<file path="src/rtl/stopclk_pkg.sv">
package stopclk_pkg;

    localparam int DUTY_W = 3;
    localparam int ADDR_W = 2;
    localparam int DATA_W = 8;

    localparam logic [DUTY_W-1:0] HW_DUTY   = DUTY_W'(4);
    localparam logic [ADDR_W-1:0] ADDR_CTRL = ADDR_W'(0);
    localparam logic [ADDR_W-1:0] ADDR_LVL2 = ADDR_W'(1);
    localparam logic [ADDR_W-1:0] ADDR_STAT = ADDR_W'(2);

    typedef struct packed {
        logic              en;
        logic [DUTY_W-1:0] duty;
    } thr_ctrl_t;

    typedef struct packed {
        logic c2;
        logic thr;
    } stat_t;

    // Software setting wins; otherwise the alarm selects the fixed default.
    function automatic logic [DUTY_W-1:0] pick_duty(thr_ctrl_t c, logic alarm);
        if (c.en)
            return c.duty;
        else if (alarm)
            return HW_DUTY;
        else
            return '0;
    endfunction

endpackage

</file>
<file path="src/rtl/stopclk_sync.sv">
module stopclk_sync #(
    parameter int STAGES = 2
) (
    input  logic clk,
    input  logic rst,
    input  logic d_n,
    output logic q_n
);
    logic [STAGES-1:0] chain;

    generate
        if (STAGES == 1) begin : g_one
            always_ff @(posedge clk) begin
                if (rst) chain <= '1;
                else     chain <= d_n;
            end
        end else begin : g_many
            always_ff @(posedge clk) begin
                if (rst) chain <= '1;
                else     chain <= {chain[STAGES-2:0], d_n};
            end
        end
    endgenerate

    assign q_n = chain[STAGES-1];
endmodule

</file>
<file path="src/rtl/stopclk_regs.sv">
module stopclk_regs
    import stopclk_pkg::*;
(
    input  logic              clk,
    input  logic              rst,
    input  logic              wr,
    input  logic              rd,
    input  logic [ADDR_W-1:0] addr,
    input  logic [DATA_W-1:0] wdata,
    input  logic              wake,
    input  logic              thr_act,
    output thr_ctrl_t         ctrl,
    output logic              c2_act,
    output logic [DATA_W-1:0] rdata
);
    localparam int CTRL_W = $bits(thr_ctrl_t);
    localparam int STAT_W = $bits(stat_t);

    stat_t stat;
    assign stat = '{c2: c2_act, thr: thr_act};

    always_ff @(posedge clk) begin
        if (rst) begin
            ctrl   <= '0;
            c2_act <= 1'b0;
            rdata  <= '0;
        end else begin
            if (wr && addr == ADDR_CTRL)
                ctrl <= thr_ctrl_t'(wdata[CTRL_W-1:0]);

            if (rd && addr == ADDR_LVL2)
                c2_act <= 1'b1;
            else if (wake)
                c2_act <= 1'b0;

            if (rd) begin
                case (addr)
                    ADDR_CTRL: rdata <= {{(DATA_W-CTRL_W){1'b0}}, ctrl};
                    ADDR_STAT: rdata <= {{(DATA_W-STAT_W){1'b0}}, stat};
                    default:   rdata <= '0;
                endcase
            end
        end
    end
endmodule

</file>
<file path="src/rtl/stopclk_pattern.sv">
module stopclk_pattern
    import stopclk_pkg::*;
#(
    parameter int PERIOD = 256
) (
    input  logic                      clk,
    input  logic                      rst,
    input  logic [DUTY_W-1:0]         duty_req,
    output logic [DUTY_W-1:0]         lat_duty,
    output logic [$clog2(PERIOD)-1:0] cnt,
    output logic                      thr_stop
);
    localparam int CNT_W = $clog2(PERIOD);
    localparam int LIM_W = CNT_W + 1;
    localparam int SEG   = PERIOD >> DUTY_W;

    logic             idle;
    logic             at_end;
    logic [LIM_W-1:0] limit;

    assign idle   = (lat_duty == '0);
    assign at_end = (cnt == CNT_W'(PERIOD - 1));
    assign limit  = LIM_W'(lat_duty) * LIM_W'(SEG);

    always_ff @(posedge clk) begin
        if (rst) begin
            lat_duty <= '0;
            cnt      <= '0;
        end else if (idle) begin
            lat_duty <= duty_req;
            cnt      <= '0;
        end else if (at_end) begin
            lat_duty <= duty_req;
            cnt      <= '0;
        end else begin
            cnt <= cnt + 1'b1;
        end
    end

    assign thr_stop = !idle && (LIM_W'(cnt) < limit);
endmodule

</file>
<file path="src/rtl/stopclk_gen.sv">
module stopclk_gen
    import stopclk_pkg::*;
#(
    parameter int PERIOD      = 256,
    parameter int SYNC_STAGES = 2
) (
    input  logic              clk,
    input  logic              rst,
    input  logic              therm_alarm_n,
    input  logic              wake_evt,
    input  logic              reg_wr,
    input  logic              reg_rd,
    input  logic [ADDR_W-1:0] reg_addr,
    input  logic [DATA_W-1:0] reg_wdata,
    output logic [DATA_W-1:0] reg_rdata,
    output logic              stop_clk_n
);
    localparam int CNT_W = $clog2(PERIOD);

    logic              alarm_sn;
    logic              alarm;
    thr_ctrl_t         ctrl;
    logic              c2_act;
    logic [DUTY_W-1:0] duty_req;
    logic [DUTY_W-1:0] lat_duty;
    logic [CNT_W-1:0]  cnt;
    logic              thr_stop;
    logic              thr_act;

    stopclk_sync #(.STAGES(SYNC_STAGES)) u_sync (
        .clk (clk),
        .rst (rst),
        .d_n (therm_alarm_n),
        .q_n (alarm_sn)
    );
    assign alarm = ~alarm_sn;

    assign duty_req = pick_duty(ctrl, alarm);
    assign thr_act  = (lat_duty != '0);

    stopclk_regs u_regs (
        .clk     (clk),
        .rst     (rst),
        .wr      (reg_wr),
        .rd      (reg_rd),
        .addr    (reg_addr),
        .wdata   (reg_wdata),
        .wake    (wake_evt),
        .thr_act (thr_act),
        .ctrl    (ctrl),
        .c2_act  (c2_act),
        .rdata   (reg_rdata)
    );

    stopclk_pattern #(.PERIOD(PERIOD)) u_pat (
        .clk      (clk),
        .rst      (rst),
        .duty_req (duty_req),
        .lat_duty (lat_duty),
        .cnt      (cnt),
        .thr_stop (thr_stop)
    );

    always_ff @(posedge clk) begin
        if (rst) stop_clk_n <= 1'b1;
        else     stop_clk_n <= ~(c2_act | thr_stop);
    end
endmodule

</file>
<file path="config.mk">
export PLATFORM = sky130hd
export DESIGN_NAME = stopclk_gen
export DESIGN_NICKNAME = d
export VERILOG_FILES = /design/src/rtl/stopclk_pkg.sv /design/src/rtl/stopclk_sync.sv /design/src/rtl/stopclk_regs.sv /design/src/rtl/stopclk_pattern.sv /design/src/rtl/stopclk_gen.sv
export SDC_FILE = /design/constraint.sdc
export NUM_CORES = 1
export LEC_CHECK = 0
export BUFFER_PORTS_ARGS = -buffer_cell sky130_fd_sc_hd__buf_2
export CORE_AREA = 3 3 49 51
export CTS_CLUSTER_SIZE = 12
export DETAILED_ROUTE_END_ITERATION = 6
export DIE_AREA = 0 0 52 54
export PLACE_DENSITY = 0.78
export SLEW_MARGIN = 25
export SYNTH_ARGS = -nofsm -noshare
export SYNTH_HDL_FRONTEND = slang
export SYNTH_HIERARCHICAL = 1
export SYNTH_SLANG_ARGS = --single-unit
export TNS_END_PERCENT = 100
</file>
<file path="constraint.sdc">
create_clock -name clk -period 3.7 [get_ports clk]
set_clock_uncertainty 0.05 [all_clocks]
set_input_delay 0.74 -clock clk [delete_from_list [all_inputs] [get_ports clk]]
set_output_delay 0.74 -clock clk [all_outputs]
set_load 0.02 [all_outputs]
</file>
## Yosys cells after proc, flatten, opt, wreduce, memory -nomap -nowiden

Cells that the tools add are included.

| word-level totals | value |
|---|---|
| register bits after elaboration | 27 |
| output and inout bits | 9 |
| logic and storage cells | 32 |

| operators by class | value |
|---|---|
| bitwise logic cells | 2 |
| mux-type cells | 7 |
| equal/unequal tests | 3 |
| reduce and logical (&&, ||, !) cells | 10 |
| add/subtract/negate cells | 1 |
| order comparisons | 1 |

Operators by type and width:

| operator | number |
|---|---|
| 3-bit two-way mux | 4 |
| 8-bit by 1-bit adder with 8-bit output, second input constant | 1 |
| 8-bit equality test, second input constant | 1 |
| 8-bit less-than comparator | 1 |
| 4-bit one-hot mux with 2 select lines | 1 |
| 2-bit nonzero test | 2 |
| 1-bit logical AND | 3 |
| 3-bit zero test | 1 |
| 3-bit nonzero test | 1 |
| 3-bit OR reduction | 1 |
| 2-bit by 1-bit equality test with 1-bit output, second input constant | 1 |
| 2-bit equality test, second input constant | 1 |
| 2-bit zero test | 1 |
| 1-bit two-way mux | 2 |
| 1-bit zero test | 1 |
| 1-bit inverter | 1 |
| 1-bit OR | 1 |

## Depth between registers and ports, before layout

| logic depth | value |
|---|---|
| depth in word-level cells | 5 |
| depth in mapped cells | 5 |
| mapped depth without buffers | 5 |

## Hierarchy

Netlist, hierarchy kept.

By module, submodules not included:

| module | area an instance (um^2) | cells each | seq. area each (um^2) | times used |
|---|---|---|---|---|
| stopclk_pattern | 520.5 | 57 | 220.2 | 1 |
| stopclk_regs | 454.2 | 45 | 180.2 | 1 |
| stopclk_gen | 55.1 | 7 | 20.0 | 1 |
| stopclk_sync | 52.6 | 4 | 40.0 | 1 |

## Worst setup path after synthesis

OpenSTA, ideal clock, no wires.

| timing | value |
|---|---|
| kind | input to register |
| from | input reg_addr[1] |
| to | register, netlist name u_regs/ctrl[0] |
| cell stages on the path | 3 |
| buffers on the path | 1 |
| data required time | 3.578 ns |
| arrival time | 1.371 ns |
| slack | 2.208 ns |
| setup time | 0.072 ns |
| path through | buf_2 nor3b_4 mux2i_1 |

| on the way | value |
|---|---|
| longest elaborated chain between the ends | 2 |

RTL lines:

| item | RTL line | source |
|---|---|---|
| from (decl) | stopclk_gen.sv:13 | `input logic [ADDR_W-1:0] reg_addr,` |
| 2-bit zero test | stopclk_regs.sv:28 | `if (wr && addr == ADDR_CTRL)` |
| 1-bit logical AND | stopclk_regs.sv:28 |  |

Every way passes these cells.
A chain may end at the register's enable or synchronous reset.

## Worst setup path after layout

| timing | value |
|---|---|
| from | register u_regs.rdata[3] |
| to | output reg_rdata[3] |

RTL lines:

| item | RTL line | source |
|---|---|---|
| from (decl) | stopclk_regs.sv:14 | `output logic [DATA_W-1:0] rdata` |
| from (signal assigned) | stopclk_regs.sv:38 | `ADDR_CTRL: rdata <= {{(DATA_W-CTRL_W){1'b0}}, ctrl};` |
| from (signal assigned) | stopclk_regs.sv:39 | `ADDR_STAT: rdata <= {{(DATA_W-STAT_W){1'b0}}, stat};` |
| to (decl) | stopclk_gen.sv:15 | `output logic [DATA_W-1:0] reg_rdata,` |

No word-level cell between the ends.

==> impl_metrics.json <==
{
  "grt_use_total_pct": 14.6,
  "synth_top_area_cell": "dfxtp_1",
  "post_cts_buffers": 0,
  "drc_errors": 0,
  "hpwl_um": 1430,
  "cts_inserted_buffers": 3,
  "gp_congestion": 0.736,
  "path_clk_slew_ps": 110,
  "overflow": 0,
  "hold_end": "u_sync/chain[1]",
  "die_area_um2": 2810,
  "die_h_um": 54,
  "setup_viol": 0,
  "start_util_pct": 54.6,
  "synth_seq_area_share_pct": 42.5,
  "netlist_area_um2": 1080,
  "reg2reg_depth": 4,
  "synth_ff_type": "dfxtp_1",
  "drt_iter0_drc": 28,
  "synth-edff-count": 0,
  "dr.pass1.iters": 4,
  "rsz0062_at_grt": "no",
  "criticalPathCategory": "reg -> out",
  "power.density_nw_per_um2": 337,
  "yosysMostFrequentCell": "dfxtp_1",
  "worst-r2r-setup-slack_ps": 2090,
  "worstHoldPathType": "reg -> reg",
  "period_share_pct": 43.7,
  "max_freq_mhz": 618,
  "ys_ff_latch": 23,
  "drv_cap": 0,
  "num_vias": 858,
  "hold_viol_final": 0,
  "pre_cts_slack_ps": 1980,
  "clockRootBuffer": "clkbuf_4",
  "fin_crit_ps": 1620,
  "ir_worst_vdd_v": 0.000217,
  "postLayoutCoreUtil_pct": 60.1,
  "path_max_fanout": 2,
  "drv_slew": 0,
  "area_growth_pct": 10.1,
  "cts_resized": 0,
  "cts_tree": "done",
  "async_flop_share_pct": 0,
  "clockBufferDepth": 2,
  "path_depth": 1,
  "finalNetCount": 149,
  "worst_slack_ps": 2080,
  "status": "completed",
  "ys_warn_count": 6,
  "regToRegEndpoint": "u_pat/lat_duty[2]",
  "htree_levels": 1,
  "routedWlPerCell_um": 12.1,
  "path_cells": "buf_2",
  "cts_hold_buffers": 0,
  "crit_required_ps": 2910,
  "pin_count": 25,
  "cp_slowest_stage_delay_ps": 360,
  "ys_types": 38,
  "avgSynthCellArea_um2": 9.58,
  "grt_max_degree": 22,
  "worstPathArrival_ps": 830,
  "r2r-start": "u_pat/cnt[0]",
  "num-fill-cells": 182,
  "synth.area.top_cells": "dfxtp_1, nand2b_1, mux2i_1",
  "syn_inst": 113,
  "synth.top_cell.area_share_pct": 42.5,
  "critPathLaunchType": "flip-flop",
  "endpoint_kind": "output port",
  "insertion_delay_ps": 300,
  "worstHoldStart": "u_sync/chain[0]",
  "io_buffers": 16,
  "antenna_cells": 0,
  "p_total_mw": 0.401,
  "crit_family": "flip-flops",
  "p_leak_nw": 0.434,
  "num_rows": 16,
  "synth_top_cells_by_count": "dfxtp_1, nand2b_1, inv_1, mux2i_1",
  "ant_nets": 0,
  "critPathSlowestCell": "dfxtp_1",
  "hold_depth": 1,
  "grt_pass1_vias": 750,
  "drt_wl_total_um": 1890,
  "antenna_found_initial": 0,
  "core_area_um2": 1980,
  "tns_ps": 0,
  "tritoncts_num_sinks": 23,
  "drive_above_1_share_pct": 19.4,
  "path_buf_inv": 1,
  "grt_pass1_wl_um": 3060,
  "viasPerCell": 5.50,
  "die_width_um": 52
}
-- power breakdown --
part           leakage, nW  internal [mW]  switching [mW]
logic                0.230         0.0153          0.0190
clock network       0.0177         0.0403          0.0704
registers            0.186          0.253         0.00324
-- cells by family after synthesis --
logic type                 synth area share, %
AOI/OAI and AO/OA                         15.0
xor gates and xnor gates                  1.62
adders and majority gates                 3.47
buffers and inverters                     6.13
DFF                                       42.5
muxes                                     5.55
other                                    0.346
and+or+nand+nor                           25.3
-- sequential cells by signal (all words and copies together) (netlist names) --
signal / cells
u_pat/cnt: 8
stop_clk_n: 1
u_regs/ctrl: 4
u_regs/c2_act: 1
u_sync/chain: 2
u_regs/rdata: 4
u_pat/lat_duty: 3
-- area by class of cell --
cell class / instances / area (µm²) / share of cell area (%)
repair buffers: 16 / 80.1 / 6.72
multi-input cells: 80 / 567 / 47.6
clock buffers: 3 / 22.5 / 1.89
well taps: 27 / 33.8 / 2.84
inverters: 6 / 22.5 / 1.89
flip-flops and latches: 23 / 460 / 38.7
clock inverters: 1 / 5.00 / 0.420
-- worst max-delay path by stage --
| stage | slack [ps] | endpoint | startpoint |
|---|---|---|---|
| 2_1_floorplan | 2210 | u_regs/ctrl[0] | reg_addr[1] |
| 6_report | 2080 | reg_rdata[3] | u_regs/rdata[3] |
| 3_5_place_dp | 1980 | u_pat/cnt[3] | rst |
| 5_1_grt | 1990 | u_pat/lat_duty[1] | u_pat/cnt[0] |
| 4_1_cts | 2070 | reg_rdata[3] | u_regs/rdata[3] |
| 3_3_place_gp | 2010 | u_pat/cnt[3] | rst |
-- layer usage --
metal | vias to the layer above | track usage, % | part of all wire [%]
li1 | 428 | - | -
met2 | 22 | 26.2 | 48
met5 | - | 0 | 0
met3 | 2 | 2.49 | 5.4
met1 | 406 | 17.1 | 46
met4 | 0 | 6.55 | 0.37
-- cells in the final DEF, fill, tap and decap left out, drive strengths merged --
cell     instances
dfxtp           23
buf             16
nand2b          12
inv              6
mux2i            6
nand2            5
a21oi            5
o21ai            4
o32ai            4
conb             4
or3              3
clkbuf           3
nor2             3
ha               3
nor3b            3
or2              3
and2             2
o21bai           2
nor3             2
nand3            2
xnor2            2
nand4            2
nand4bb          2
a211oi           2
clkinv           1
a21o             1
and4             1
a22o             1
a31oi            1
a311oi           1
a41oi            1
o211ai           1
nand3b           1
or3b             1
-- per-stage QoR --
step | hold slack (ps) | cells | cell area (µm²)
2_1_floorplan | 333 | 116 | 1090
3_3_place_gp | 336 | 152 | 1160
3_5_place_dp | 345 | 152 | 1160
4_1_cts | 373 | 156 | 1190
5_1_grt | 391 | 156 | 1190
6_report | 372 | 156 | 1190
No activity file was read; power rests on OpenSTA's default activity.
